### config.mk
export PLATFORM = sky130hd
export DESIGN_NAME = i2crd_read_slave
export DESIGN_NICKNAME = d
export VERILOG_FILES = /design/src/rtl/i2crd_pkg.sv /design/src/rtl/i2crd_bus_cond.sv /design/src/rtl/i2crd_byte_io.sv /design/src/rtl/i2crd_addr_ctr.sv /design/src/rtl/i2crd_read_slave.sv
export SDC_FILE = /design/constraint.sdc
export NUM_CORES = 1
export LEC_CHECK = 0
export CAP_MARGIN = 20
export CORE_ASPECT_RATIO = 1.2
export CORE_MARGIN = 10
export CORE_UTILIZATION = 60
export CTS_CLUSTER_DIAMETER = 150
export DETAILED_ROUTE_END_ITERATION = 16
export PLACE_DENSITY = 0.95
export SLEW_MARGIN = 20
export SYNTH_ARGS = -nofsm -noshare
export SYNTH_HDL_FRONTEND = slang
export SYNTH_SLANG_ARGS = --single-unit
### constraint.sdc
create_clock -name clk -period 3.8 [get_ports clk]
set_clock_uncertainty 0.2 [all_clocks]
set_input_delay 0.95 -clock clk [delete_from_list [all_inputs] [get_ports clk]]
set_output_delay 0.95 -clock clk [all_outputs]
set_load 0.05 [all_outputs]
### src/rtl/i2crd_pkg.sv
package i2crd_pkg;

   localparam int          BYTE_W   = 8;
   localparam int          SEL_W    = 3;
   localparam logic [3:0]  DEV_TYPE = 4'b1010;

   typedef enum logic [3:0] {
      ST_IDLE,
      ST_DEV,
      ST_DEV_ACK,
      ST_WA_HI,
      ST_WA_HI_ACK,
      ST_WA_LO,
      ST_WA_LO_ACK,
      ST_HOLD,
      ST_TX,
      ST_TX_ACK,
      ST_WAIT_STOP
   } rd_state_t;

endpackage

### src/rtl/i2crd_bus_cond.sv
module i2crd_bus_cond #(
   parameter int SYNC_STAGES = 2
) (
   input  logic clk,
   input  logic rst_n,
   input  logic scl_i,
   input  logic sda_i,
   output logic scl_lv,
   output logic sda_lv,
   output logic scl_rise,
   output logic scl_fall,
   output logic start_det,
   output logic stop_det
);

   logic [SYNC_STAGES-1:0] scl_q;
   logic [SYNC_STAGES-1:0] sda_q;
   logic                   scl_prev;
   logic                   sda_prev;

   generate
      for (genvar g = 0; g < SYNC_STAGES; g++) begin : g_sync
         if (g == 0) begin : g_first
            always_ff @(posedge clk or negedge rst_n) begin
               if (!rst_n) begin
                  scl_q[0] <= 1'b1;
                  sda_q[0] <= 1'b1;
               end else begin
                  scl_q[0] <= scl_i;
                  sda_q[0] <= sda_i;
               end
            end
         end else begin : g_next
            always_ff @(posedge clk or negedge rst_n) begin
               if (!rst_n) begin
                  scl_q[g] <= 1'b1;
                  sda_q[g] <= 1'b1;
               end else begin
                  scl_q[g] <= scl_q[g-1];
                  sda_q[g] <= sda_q[g-1];
               end
            end
         end
      end
   endgenerate

   always_ff @(posedge clk or negedge rst_n) begin
      if (!rst_n) begin
         scl_prev <= 1'b1;
         sda_prev <= 1'b1;
      end else begin
         scl_prev <= scl_lv;
         sda_prev <= sda_lv;
      end
   end

   assign scl_lv    = scl_q[SYNC_STAGES-1];
   assign sda_lv    = sda_q[SYNC_STAGES-1];
   assign scl_rise  = scl_lv & ~scl_prev;
   assign scl_fall  = ~scl_lv & scl_prev;
   assign start_det = scl_lv & scl_prev & sda_prev & ~sda_lv;
   assign stop_det  = scl_lv & scl_prev & ~sda_prev & sda_lv;

endmodule

### src/rtl/i2crd_byte_io.sv
module i2crd_byte_io
   import i2crd_pkg::*;
(
   input  logic              clk,
   input  logic              rst_n,
   input  logic              clr,
   input  logic              scl_rise,
   input  logic              sda_lv,
   input  logic              tx_load,
   input  logic              tx_shift,
   input  logic [BYTE_W-1:0] tx_data,
   output logic [BYTE_W-1:0] rx_byte,
   output logic              full,
   output logic              tx_next
);

   localparam int CNT_W = $clog2(BYTE_W + 1);
   localparam logic [CNT_W-1:0] CNT_FULL = CNT_W'(BYTE_W);

   logic [CNT_W-1:0]  cnt_q;
   logic [BYTE_W-1:0] rx_q;
   logic [BYTE_W-1:0] tx_q;

   always_ff @(posedge clk or negedge rst_n) begin
      if (!rst_n) begin
         cnt_q <= '0;
         rx_q  <= '0;
      end else if (clr) begin
         cnt_q <= '0;
      end else if (scl_rise && cnt_q != CNT_FULL) begin
         cnt_q <= cnt_q + 1'b1;
         rx_q  <= {rx_q[BYTE_W-2:0], sda_lv};
      end
   end

   always_ff @(posedge clk or negedge rst_n) begin
      if (!rst_n) begin
         tx_q <= '0;
      end else if (tx_load) begin
         tx_q <= tx_data;
      end else if (tx_shift) begin
         tx_q <= {tx_q[BYTE_W-2:0], 1'b1};
      end
   end

   assign rx_byte = rx_q;
   assign full    = (cnt_q == CNT_FULL);
   assign tx_next = tx_q[BYTE_W-2];

endmodule

### src/rtl/i2crd_addr_ctr.sv
module i2crd_addr_ctr #(
   parameter int ADDR_W = 13,
   parameter int DEPTH  = 8192
) (
   input  logic              clk,
   input  logic              rst_n,
   input  logic              load,
   input  logic [ADDR_W-1:0] load_val,
   input  logic              inc,
   output logic [ADDR_W-1:0] addr
);

   localparam logic [ADDR_W-1:0] LAST = ADDR_W'(DEPTH - 1);

   logic [ADDR_W-1:0] cnt_q;
   logic [ADDR_W-1:0] nxt;

   generate
      if (DEPTH == (1 << ADDR_W)) begin : g_pow2
         assign nxt = cnt_q + 1'b1;
      end else begin : g_cmp
         assign nxt = (cnt_q == LAST) ? '0 : cnt_q + 1'b1;
      end
   endgenerate

   always_ff @(posedge clk or negedge rst_n) begin
      if (!rst_n)    cnt_q <= '0;
      else if (load) cnt_q <= load_val;
      else if (inc)  cnt_q <= nxt;
   end

   assign addr = cnt_q;

endmodule

### src/rtl/i2crd_read_slave.sv
module i2crd_read_slave
   import i2crd_pkg::*;
#(
   parameter int ADDR_W      = 13,
   parameter int DEPTH       = 8192,
   parameter int SYNC_STAGES = 2
) (
   input  logic              clk,
   input  logic              rst_n,
   input  logic [SEL_W-1:0]  dev_sel_i,
   input  logic              scl_i,
   input  logic              sda_i,
   output logic              sda_drive_o,
   output logic [ADDR_W-1:0] mem_addr_o,
   input  logic [BYTE_W-1:0] mem_rdata_i
);

   localparam int HI_W = ADDR_W - BYTE_W;

   generate
      if (ADDR_W <= BYTE_W || ADDR_W > 2 * BYTE_W) begin : g_bad_addr_w
         $error("ADDR_W must fit two word address bytes and exceed one");
      end
      if (DEPTH < 2 || DEPTH > (1 << ADDR_W)) begin : g_bad_depth
         $error("DEPTH must lie within the address range");
      end
      if (SYNC_STAGES < 2) begin : g_bad_sync
         $error("SYNC_STAGES must be at least 2");
      end
   endgenerate

   logic scl_lv, sda_lv, scl_rise, scl_fall, start_det, stop_det;
   logic [BYTE_W-1:0] rx_byte;
   logic              full;
   logic              tx_next;
   rd_state_t         st_q;
   logic              oe_q;
   logic              rw_q;
   logic              ack_q;
   logic [HI_W-1:0]   hi_q;
   logic              quiet;
   logic              byte_clr;
   logic              tx_load;
   logic              tx_shift;
   logic              ctr_inc;
   logic              ctr_load;
   logic              addr_match;
   logic [ADDR_W-1:0] load_val;

   i2crd_bus_cond #(.SYNC_STAGES(SYNC_STAGES)) u_cond (
      .clk      (clk),
      .rst_n    (rst_n),
      .scl_i    (scl_i),
      .sda_i    (sda_i),
      .scl_lv   (scl_lv),
      .sda_lv   (sda_lv),
      .scl_rise (scl_rise),
      .scl_fall (scl_fall),
      .start_det(start_det),
      .stop_det (stop_det)
   );

   assign quiet      = ~start_det & ~stop_det;
   assign byte_clr   = start_det |
                       (scl_fall & (st_q == ST_DEV_ACK || st_q == ST_WA_HI_ACK ||
                                    st_q == ST_WA_LO_ACK || st_q == ST_TX_ACK));
   assign tx_load    = quiet & scl_fall &
                       ((st_q == ST_DEV_ACK && rw_q) || (st_q == ST_TX_ACK && ack_q));
   assign tx_shift   = quiet & scl_fall & (st_q == ST_TX) & ~full;
   assign ctr_inc    = quiet & scl_fall & (st_q == ST_TX) & full;
   assign ctr_load   = quiet & scl_fall & (st_q == ST_WA_LO) & full;
   assign addr_match = (rx_byte[BYTE_W-1:1] == {DEV_TYPE, dev_sel_i});
   assign load_val   = {hi_q, rx_byte};

   i2crd_byte_io u_io (
      .clk     (clk),
      .rst_n   (rst_n),
      .clr     (byte_clr),
      .scl_rise(scl_rise),
      .sda_lv  (sda_lv),
      .tx_load (tx_load),
      .tx_shift(tx_shift),
      .tx_data (mem_rdata_i),
      .rx_byte (rx_byte),
      .full    (full),
      .tx_next (tx_next)
   );

   i2crd_addr_ctr #(.ADDR_W(ADDR_W), .DEPTH(DEPTH)) u_ctr (
      .clk     (clk),
      .rst_n   (rst_n),
      .load    (ctr_load),
      .load_val(load_val),
      .inc     (ctr_inc),
      .addr    (mem_addr_o)
   );

   always_ff @(posedge clk or negedge rst_n) begin
      if (!rst_n) begin
         st_q  <= ST_IDLE;
         oe_q  <= 1'b0;
         rw_q  <= 1'b0;
         ack_q <= 1'b0;
         hi_q  <= '0;
      end else if (stop_det) begin
         st_q <= ST_IDLE;
         oe_q <= 1'b0;
      end else if (start_det) begin
         st_q <= ST_DEV;
         oe_q <= 1'b0;
      end else begin
         unique case (st_q)
            ST_DEV: begin
               if (scl_fall && full) begin
                  if (addr_match) begin
                     st_q <= ST_DEV_ACK;
                     oe_q <= 1'b1;
                     rw_q <= rx_byte[0];
                  end else begin
                     st_q <= ST_IDLE;
                  end
               end
            end
            ST_DEV_ACK: begin
               if (scl_fall) begin
                  if (rw_q) begin
                     st_q <= ST_TX;
                     oe_q <= ~mem_rdata_i[BYTE_W-1];
                  end else begin
                     st_q <= ST_WA_HI;
                     oe_q <= 1'b0;
                  end
               end
            end
            ST_WA_HI: begin
               if (scl_fall && full) begin
                  hi_q <= rx_byte[HI_W-1:0];
                  st_q <= ST_WA_HI_ACK;
                  oe_q <= 1'b1;
               end
            end
            ST_WA_HI_ACK: begin
               if (scl_fall) begin
                  st_q <= ST_WA_LO;
                  oe_q <= 1'b0;
               end
            end
            ST_WA_LO: begin
               if (scl_fall && full) begin
                  st_q <= ST_WA_LO_ACK;
                  oe_q <= 1'b1;
               end
            end
            ST_WA_LO_ACK: begin
               if (scl_fall) begin
                  st_q <= ST_HOLD;
                  oe_q <= 1'b0;
               end
            end
            ST_TX: begin
               if (scl_fall) begin
                  if (full) begin
                     st_q <= ST_TX_ACK;
                     oe_q <= 1'b0;
                  end else begin
                     oe_q <= ~tx_next;
                  end
               end
            end
            ST_TX_ACK: begin
               if (scl_rise) begin
                  ack_q <= ~sda_lv;
               end
               if (scl_fall) begin
                  if (ack_q) begin
                     st_q <= ST_TX;
                     oe_q <= ~mem_rdata_i[BYTE_W-1];
                  end else begin
                     st_q <= ST_WAIT_STOP;
                  end
               end
            end
            default: begin
               oe_q <= 1'b0;
            end
         endcase
      end
   end

   assign sda_drive_o = oe_q;

endmodule

== Yosys cells after proc, flatten, opt, wreduce, memory -nomap -nowiden ==
Cells that the tools add are included.

* Add/subtract/negate cells: 2
* Equal/unequal tests: 24
* Muxes and demuxes: 34
* Bitwise operators: 27
* Reductions and logical operators: 20

{| class="wikitable"
|+ Operators with widths
! operator !! count
|-
| 4-bit 2-to-1 mux || 14
|-
| 4-bit inequality test (second input constant) || 11
|-
| 4-bit one-hot mux with 8 select lines || 1
|-
| 13-bit 2-to-1 mux || 2
|-
| 1-bit bitwise AND || 16
|-
| 7-bit 2-to-1 mux || 2
|-
| 13-bit by 1-bit adder with 13-bit output (second input constant) || 1
|-
| 4-bit by 3-bit == test with 1-bit output (second input constant) || 3
|-
| 4-bit == test (second input constant) || 3
|-
| 1-bit 2-to-1 mux || 12
|-
| 1-bit inverter || 10
|-
| 10-bit AND reduction || 1
|-
| 10-bit nonzero test || 1
|-
| 4-bit by 2-bit == test with 1-bit output (second input constant) || 2
|-
| 4-bit by 1-bit inequality test with 1-bit output (second input constant) || 2
|-
| 4-bit AND reduction || 2
|-
| 8-bit AND reduction || 1
|-
| 7-bit == test || 1
|-
| 1-bit one-hot mux with 6 select lines || 1
|-
| 2-bit nonzero test || 3
|-
| 5-bit AND reduction || 1
|-
| 4-bit by 1-bit adder with 4-bit output (second input constant) || 1
|-
| 4-bit by 1-bit == test with 1-bit output (second input constant) || 1
|-
| 1-bit logical AND || 4
|-
| 6 further kinds || 11
|}

* Register bits after elaboration: 50
* Bits of input ports: 15
* Output and inout bits: 14
* Word-level logic and storage cells: 122

== Depth between registers and ports, before layout ==
Gate-level depths: netlist of the first run.

* Word-level depth: 10
* Gate-level depth with buffers: 9
* Gate-level depth less buffers: 7

== Cells and area by module ==
From an unflattened synthesis of the first run, not the netlist that was laid out.

* Cell total of the unflattened synthesis: 265
* Area total of the unflattened synthesis: 2715.1 um^2

{| class="wikitable"
|+ Modules (own cells, without submodules)
! module !! instances !! cells an instance !! area an instance (um^2) !! seq. area each (um^2)
|-
| i2crd_read_slave || 1 || 108 || 945.9 || 300.3
|-
| i2crd_byte_io || 1 || 71 || 862.1 || 475.5
|-
| i2crd_addr_ctr || 1 || 76 || 716.9 || 325.3
|-
| i2crd_bus_cond || 1 || 10 || 190.2 || 157.7
|}

== Worst setup path after synthesis of the first run ==
Ideal clock, no wire load.

* Kind: register to register
* Start: register u_io.cnt_q[0]
* End: register u_ctr.cnt_q[10], in the netlist u_ctr.addr[10]
* Setup time: 137 ps
* Arrival: 1720 ps
* Data required time: 3463 ps
* Setup slack: 1743 ps
* Stages on the path, launching flop included: 10
* Path buffers: 2
* Clock period less this slack: 2057 ps
* Path through: dfrtp_1 -> inv_1 -> ha_1 -> and3b_1 -> clkbuf_1 -> nand3_1 -> buf_2 -> nor3b_1 -> xnor2_1 -> a21oi_1

* Word-level cells in the longest chain between the ends: 3
* Elaborated cells on any way between the ends: 5
* Classes of those cells: 1 x eq/ne; 1 x mux; 2 x bitwise; 1 x reduce/logical

{| class="wikitable"
|+ RTL lines
! what !! RTL line !! text
|-
| start: declaration || i2crd_byte_io.sv:20 || <nowiki>logic [CNT_W-1:0] cnt_q;</nowiki>
|-
| start signal: assignment || i2crd_byte_io.sv:31 || <nowiki>cnt_q <= cnt_q + 1'b1;</nowiki>
|-
| 4-bit == test (*) || i2crd_byte_io.sv:47 || <nowiki>assign full = (cnt_q == CNT_FULL);</nowiki>
|-
| 1-bit bitwise AND, on equally long branches || i2crd_read_slave.sv:71, i2crd_read_slave.sv:70 ||
|-
| 13-bit 2-to-1 mux or 2-bit nonzero test (tied branches) || n/a ||
|-
| end signal: assignment || i2crd_addr_ctr.sv:28 || <nowiki>else if (load) cnt_q <= load_val;</nowiki>
|-
| end signal: assignment || i2crd_addr_ctr.sv:29 || <nowiki>else if (inc) cnt_q <= nxt;</nowiki>
|-
| end: declaration || i2crd_addr_ctr.sv:15 || <nowiki>logic [ADDR_W-1:0] cnt_q;</nowiki>
|}

Mark *: on every way between the ends. The rest lies on a longest branch, timed or not.
A chain may end at the register's enable or synchronous reset.

== Worst setup path after layout of the first run ==
* Start: register u_ctr.cnt_q[0], in the netlist u_ctr.addr[0]
* End: output port mem_addr_o[0]

{| class="wikitable"
|+ RTL lines
! what !! RTL line !! text
|-
| end: declaration || i2crd_read_slave.sv:14 || <nowiki>output logic [ADDR_W-1:0] mem_addr_o,</nowiki>
|}

No word-level cell between the ends.

==> out/summary.txt, run 1 <==
slowest library cell on the worst path = clkdlybuf4s50_1
Starting Density = 61.7%
RSZ-0062 raised after global routing = false
static leakage = 1.31 nW
CP arrival = 1.61 ns
Total Die Area = 7440 um^2
PD cells = 439 nW/um^2
post-synthesis sequential area ratio = 47.9%
Setup CP Type = flip-flop to primary output
area of the multi-input gates = 1280 um^2
leading post-synthesis cells by instance count = nand2_1 (54), dfrtp_1 (44), o21ai_0 (21)
Post-synth EDFFs = 0
post-synth top area share = 41.9%
number of buffers added on ports = 28
hold_ws = 0.161 ns
period utilization = 72.7%
post-CTS sizing = 0
FFs w/ async S/R, synth = 100%
Avg WL per Cell = 16.4 um
Via density = 6.25
GRT overflow = 0
H-tree depth = 2
core area = 4260 um^2
Yosys cell types = 54
Synth area leaders = dfrtp_1 (42%), nand2_1 (7.7%), dfstp_2 (6.0%)
Final Max Tran Viols = 0
count leader, synth = nand2_1
Synth area leader = dfrtp_1
first-pass GRT wire length = 9980 um
Synth Net Count = 302
Crit path largest cell delay = 0.84 ns
share of layout cells above drive strength 1 = 9.12%
WL final = 5960 um
post-route setup slack = 1.04 ns
hold_buf cts = 0
Layout Cells excl Fill = 363
crit-path max FO = 7
boundary pin count = 29
worst skew pair latency = 0.31 ns
Yosys reg bits = 50
initial DRC count = 358
Max-cap violations = 0
CTS max path bufs = 2
vias in the first global route = 2154
Area Overhead vs Synth = 15.6%
# setup viols final = 0
Startpoint Class = flip-flop
Setup Fix Bufs, Post-CTS = 0
dominant synthesized flop cell = dfrtp_1
Chip Height = 92.5 um
type of the most critical hold path = flip-flop to flip-flop
Slew @ Worst Pin = 0.626 ns
DP Worst Slack = 1.14 ns
die width = 80.4 um
setup total negative slack = 0 ns
Sink Count = 50
antenna violations before repair = 0
run status = complete, no violations
via count = 2267
Gate Count Post-Synth = 284
Root Buffer Master = clkbuf_8
worst path buffer plus inverter count = 1
Mapped Area = 2630 um^2
post-DP HPWL = 4240 um
All-Layer GR Usage = 16.4%
placed cells = 355
Fill cells = 296
GP Congestion = 0.911
n_diodes = 0
FMAX = 0.362 GHz
CP Cell Sequence = clkdlybuf4s50_1
Period minus WS final = 2.76 ns
CTS buffer count = 5
DRC viols = 0
final net count = 324
Rows = 26
Reg area = 1260 um^2
CP top delay family = buffers and inverters
Max-slew headroom = 58.3%
Post-DRT Antenna Nets = 0
Warnings, synthesis = 0
drt first pass iters = 4
clk slew on worst S/H paths = 0.09 ns
CTS tree = built
largest net degree at the start of global routing = 51
maximum vdd drop = 280 uV
critical path endpoint category = primary output
Final Hold Viols = 0
Worst Path Required = 2.65 ns
Syn Area/Cell = 9.26 um^2
==> logic make-up after synthesis <==
kind of cell | Yosys count | synth area share (%)
and+or+nand+nor | 129 | 24.9
AOI/OAI and AO/OA | 62 | 15.6
DFF | 50 | 47.9
buffers and inverters | 21 | 3.24
xor gates and xnor gates | 12 | 4.00
muxes | 7 | 2.95
adders and majority gates | 3 | 1.43
==> per-stage QoR <==
step,area (um^2),util [%],total power [W]
floorplan,2630,-,0.000860
global placement,2920,68.5,0.000928
detailed placement,2920,68.5,0.000950
CTS,3040,71.2,0.00134
global route,3040,71.3,0.00140
finish,3040,71.3,0.00133
==> registers in the layout (all words and copies together) (netlist names), 4 cells and up <==
register      count
u_ctr.addr       13
u_io.rx_byte      8
u_io.tx_q         7
hi_q              5
st_q              4
u_io.cnt_q        4
==> power breakdown <==
| group | switching (W) | internal (W) | total, W |
|---|---|---|---|
| combinational | 0.000140 | 0.000130 | 0.000269 |
| clock | 0.000188 | 0.000201 | 0.000389 |
| sequential | 0.0000953 | 0.000581 | 0.000676 |
==> cell type report <==
type	instances	area share, %
clock inverter	3	1.57
sequential	50	41.4
tap	56	2.31
clock buffer	5	2.27
multi-input combinational	213	42.3
inverter	8	0.988
timing repair buffer	28	9.14
==> final timing paths <==
check | depth (start not counted) | endpoint | startpoint | slack [ns]
max | 1 | mem_addr_o[0] | u_ctr.addr[0] | 1.04
min | 0 | u_cond.scl_lv | u_cond.scl_q[0] | 0.16
max reg2reg | 5 | u_ctr.addr[12] | u_cond.scl_prev | 1.28
min reg2reg | 0 | u_cond.scl_lv | u_cond.scl_q[0] | 0.16
max in group asynchronous | 1 | hi_q[4] | rst_n | 2.54
min in group asynchronous | 1 | sda_drive_o | rst_n | 0.43
==> cell usage in the layout (no fill, tap or decap), types with 2 or more instances in the layout <==
| master | netlist | final |
|---|---|---|
| nor2b_1 | 4 | 4 |
| nor4bb_1 | 2 | 2 |
| a221o_1 | 2 | 2 |
| and3_1 | 6 | 6 |
| xnor2_1 | 10 | 10 |
| ha_1 | 3 | 3 |
| nor2_1 | 17 | 17 |
| nor3_1 | 9 | 9 |
| o21ai_0 | 21 | 21 |
| inv_6 | 0 | 2 |
| a22oi_1 | 7 | 7 |
| inv_1 | 8 | 8 |
| nand4b_1 | 2 | 2 |
| clkdlybuf4s50_1 | 0 | 27 |
| a31oi_1 | 2 | 2 |
| a22o_1 | 3 | 3 |
| xor2_1 | 2 | 2 |
| dfstp_2 | 6 | 6 |
| mux2_2 | 6 | 6 |
| nand2b_1 | 4 | 4 |
| nand3_1 | 11 | 11 |
| dfrtp_1 | 44 | 44 |
| clkbuf_8 | 0 | 5 |
| nand4_1 | 6 | 6 |
| or2_2 | 2 | 2 |
| nand2_1 | 54 | 54 |
| a21oi_1 | 12 | 12 |
==> metal layers <==
metal	wire (um)	global-route usage, %	part of all wire [%]	up-vias
met1	2430	20.4	41	1083
li1	-	-	-	1061
met5	0	0	0	-
met2	2950	27.1	50	105
met4	127	6.32	2.1	0
met3	447	3.29	7.5	18
Power figures use the tool's default switching activity.
==> run 2: changes to the inputs <==
Settings changed: CORE_UTILIZATION 60 to 56, PLACE_DENSITY 0.95 to 0.91.
Clock period 3.8 ns to 2.69 ns, I/O delays scaled along.
==> out/summary.txt, run 2 (synthesis results as in run 1) <==
run status = complete, no violations
Post-DRT Antenna Nets = 0 (unchanged)
maximum vdd drop = 298 uV (+6.4%)
share of layout cells above drive strength 1 = 11.4% (+2.3 points)
RSZ-0062 raised after global routing = false
DRC viols = 0 (unchanged)
Setup Fix Bufs, Post-CTS = 0 (unchanged)
CTS buffer count = 5 (unchanged)
Worst Path Required = 1.82 ns (-0.83 ns)
first-pass GRT wire length = 10000 um (+0.21%)
period utilization = 94.0%
Rows = 27 (+3.8%)
boundary pin count = 29 (unchanged)
Final Hold Viols = 0 (unchanged)
n_diodes = 0 (unchanged)
H-tree depth = 2 (unchanged)
Max-cap violations = 0 (unchanged)
most common cell after layout, fill and taps aside = nand2_1
CP arrival = 1.66 ns (+0.05 ns)
number of buffers added on ports = 28 (unchanged)
Final Util = 67.5% (-3.8 points)
max reg flops = 13 (unchanged)
GP Congestion = 0.922 (+1.1%)
Via density = 5.97 (-4.4%)
FMAX = 0.395 GHz
Period minus WS final = 2.53 ns
CP Cell Sequence = clkdlybuf4s50_1
vias in the first global route = 2138 (-0.74%)
Startpoint Class = flip-flop
Chip Height = 95.1 um (+2.8%)
initial DRC count = 370 (+3.4%)
Slew @ Worst Pin = 0.606 ns (-0.0197 ns)
core area = 4560 um^2 (+7.0%)
Total Die Area = 7850 um^2 (+5.5%)
WL final = 5910 um (-0.76%)
type of the most critical hold path = flip-flop to flip-flop
static leakage = 1.34 nW (+2.3%)
Max-slew headroom = 59.6% (+1.3 points)
All-Layer GR Usage = 16.0% (-0.47 points)
worst path buffer plus inverter count = 1 (unchanged)
Area Overhead vs Synth = 17.1%
antenna violations before repair = 0 (unchanged)
drt first pass iters = 4 (unchanged)
Crit path largest cell delay = 0.86 ns (+0.02 ns)
CTS max path bufs = 2 (unchanged)
placed cells = 366 (+3.1%)
post-DP HPWL = 4410 um (+4.0%)
critical path endpoint category = primary output
commonest non-fill, non-tap cells in the layout = nand2_1 (54), dfrtp_1 (44), clkdlybuf4s50_1 (27)
post-CTS sizing = 0 (unchanged)
die width = 82.5 um (+2.6%)
Root Buffer Master = clkbuf_8
PD cells = 583 nW/um^2 (+33%)
hold_buf cts = 0 (unchanged)
Fill cells = 347 (+17%)
Sink Count = 50 (unchanged)
Avg WL per Cell = 15.8 um (-3.7%)
GRT overflow = 0 (unchanged)
largest net degree at the start of global routing = 51 (unchanged)
via count = 2233 (-1.5%)
clk slew on worst S/H paths = 0.10 ns (about the same)
slowest library cell on the worst path = clkdlybuf4s50_1
# setup viols final = 0 (unchanged)
Layout Cells excl Fill = 374 (+3.0%)
Starting Density = 57.6% (-4.0 points)
crit-path max FO = 7 (unchanged)
Final Max Tran Viols = 0 (unchanged)
worst skew pair latency = 0.30 ns (about the same)
Setup CP Type = flip-flop to primary output
CP top delay family = buffers and inverters
setup total negative slack = 0 ns (unchanged)
CTS tree = built
final net count = 333 (+2.8%)
## run 2: path summary, 6_finish.rpt
check,to,slack [ns],from,cells past startpoint
setup / recovery,mem_addr_o[0],0.16,u_ctr.addr[0],1
hold reg to reg,u_cond.scl_lv,0.16,u_cond.scl_q[0],0
setup reg to reg,u_ctr.addr[5],0.29,st_q[2],5
hold / removal,u_cond.scl_lv,0.16,u_cond.scl_q[0],0
min in group asynchronous,st_q[1],0.25,rst_n,2
max in group asynchronous,u_io.cnt_q[0],1.62,rst_n,2
## run 2: cell type report
cell class | instances | area, um^2 | area share, %
multi-input combinational | 213 | 1280 | 41.7
clock inverter | 2 | 17.5 | 0.569
timing repair buffer | 37 | 343 | 11.1
inverter | 8 | 30.0 | 0.975
tap | 58 | 72.6 | 2.36
clock buffer | 6 | 72.6 | 2.36
sequential | 50 | 1260 | 40.9
## run 2: per-stage QoR
stage | area (um^2) | hold slack, ns | setup slack, ns | power, W
detailed placement | 2990 | 0.147 | 0.262 | 0.00136
finish | 3080 | 0.161 | 0.161 | 0.00180
global placement | 2990 | 0.146 | 0.364 | 0.00134
CTS | 3080 | 0.162 | 0.180 | 0.00180
floorplan | 2630 | 0.145 | 0.633 | 0.00122
global route | 3080 | 0.168 | 0.123 | 0.00191
## run 2: worst register-to-register path, stage by stage, from the launching register on
cell and delay (ns):
dfrtp_1 0.57, or4b_4 0.65, nor3_4 0.31, nor2_2 0.10, a21o_1 0.17, a221o_1 0.29
## run 2: routing by layer
layer	part of all wire, %	up-vias	GRT usage [%]
met5	0	-	0
met4	2.0	0	5.87
met3	7.9	13	3.20
met2	48	100	26.3
met1	42	1038	20.1
li1	-	1082	-
## run 2: power breakdown
| part | internal (W) | total (W) | leakage (nW) | switching [W] |
|---|---|---|---|---|
| Sequential | 0.000821 | 0.000930 | 0.626 | 0.000109 |
| Combinational | 0.000204 | 0.000424 | 0.664 | 0.000220 |
| Clock | 0.000189 | 0.000442 | 0.0458 | 0.000253 |
| Total | 0.00121 | 0.00180 | 1.34 | 0.000583 |
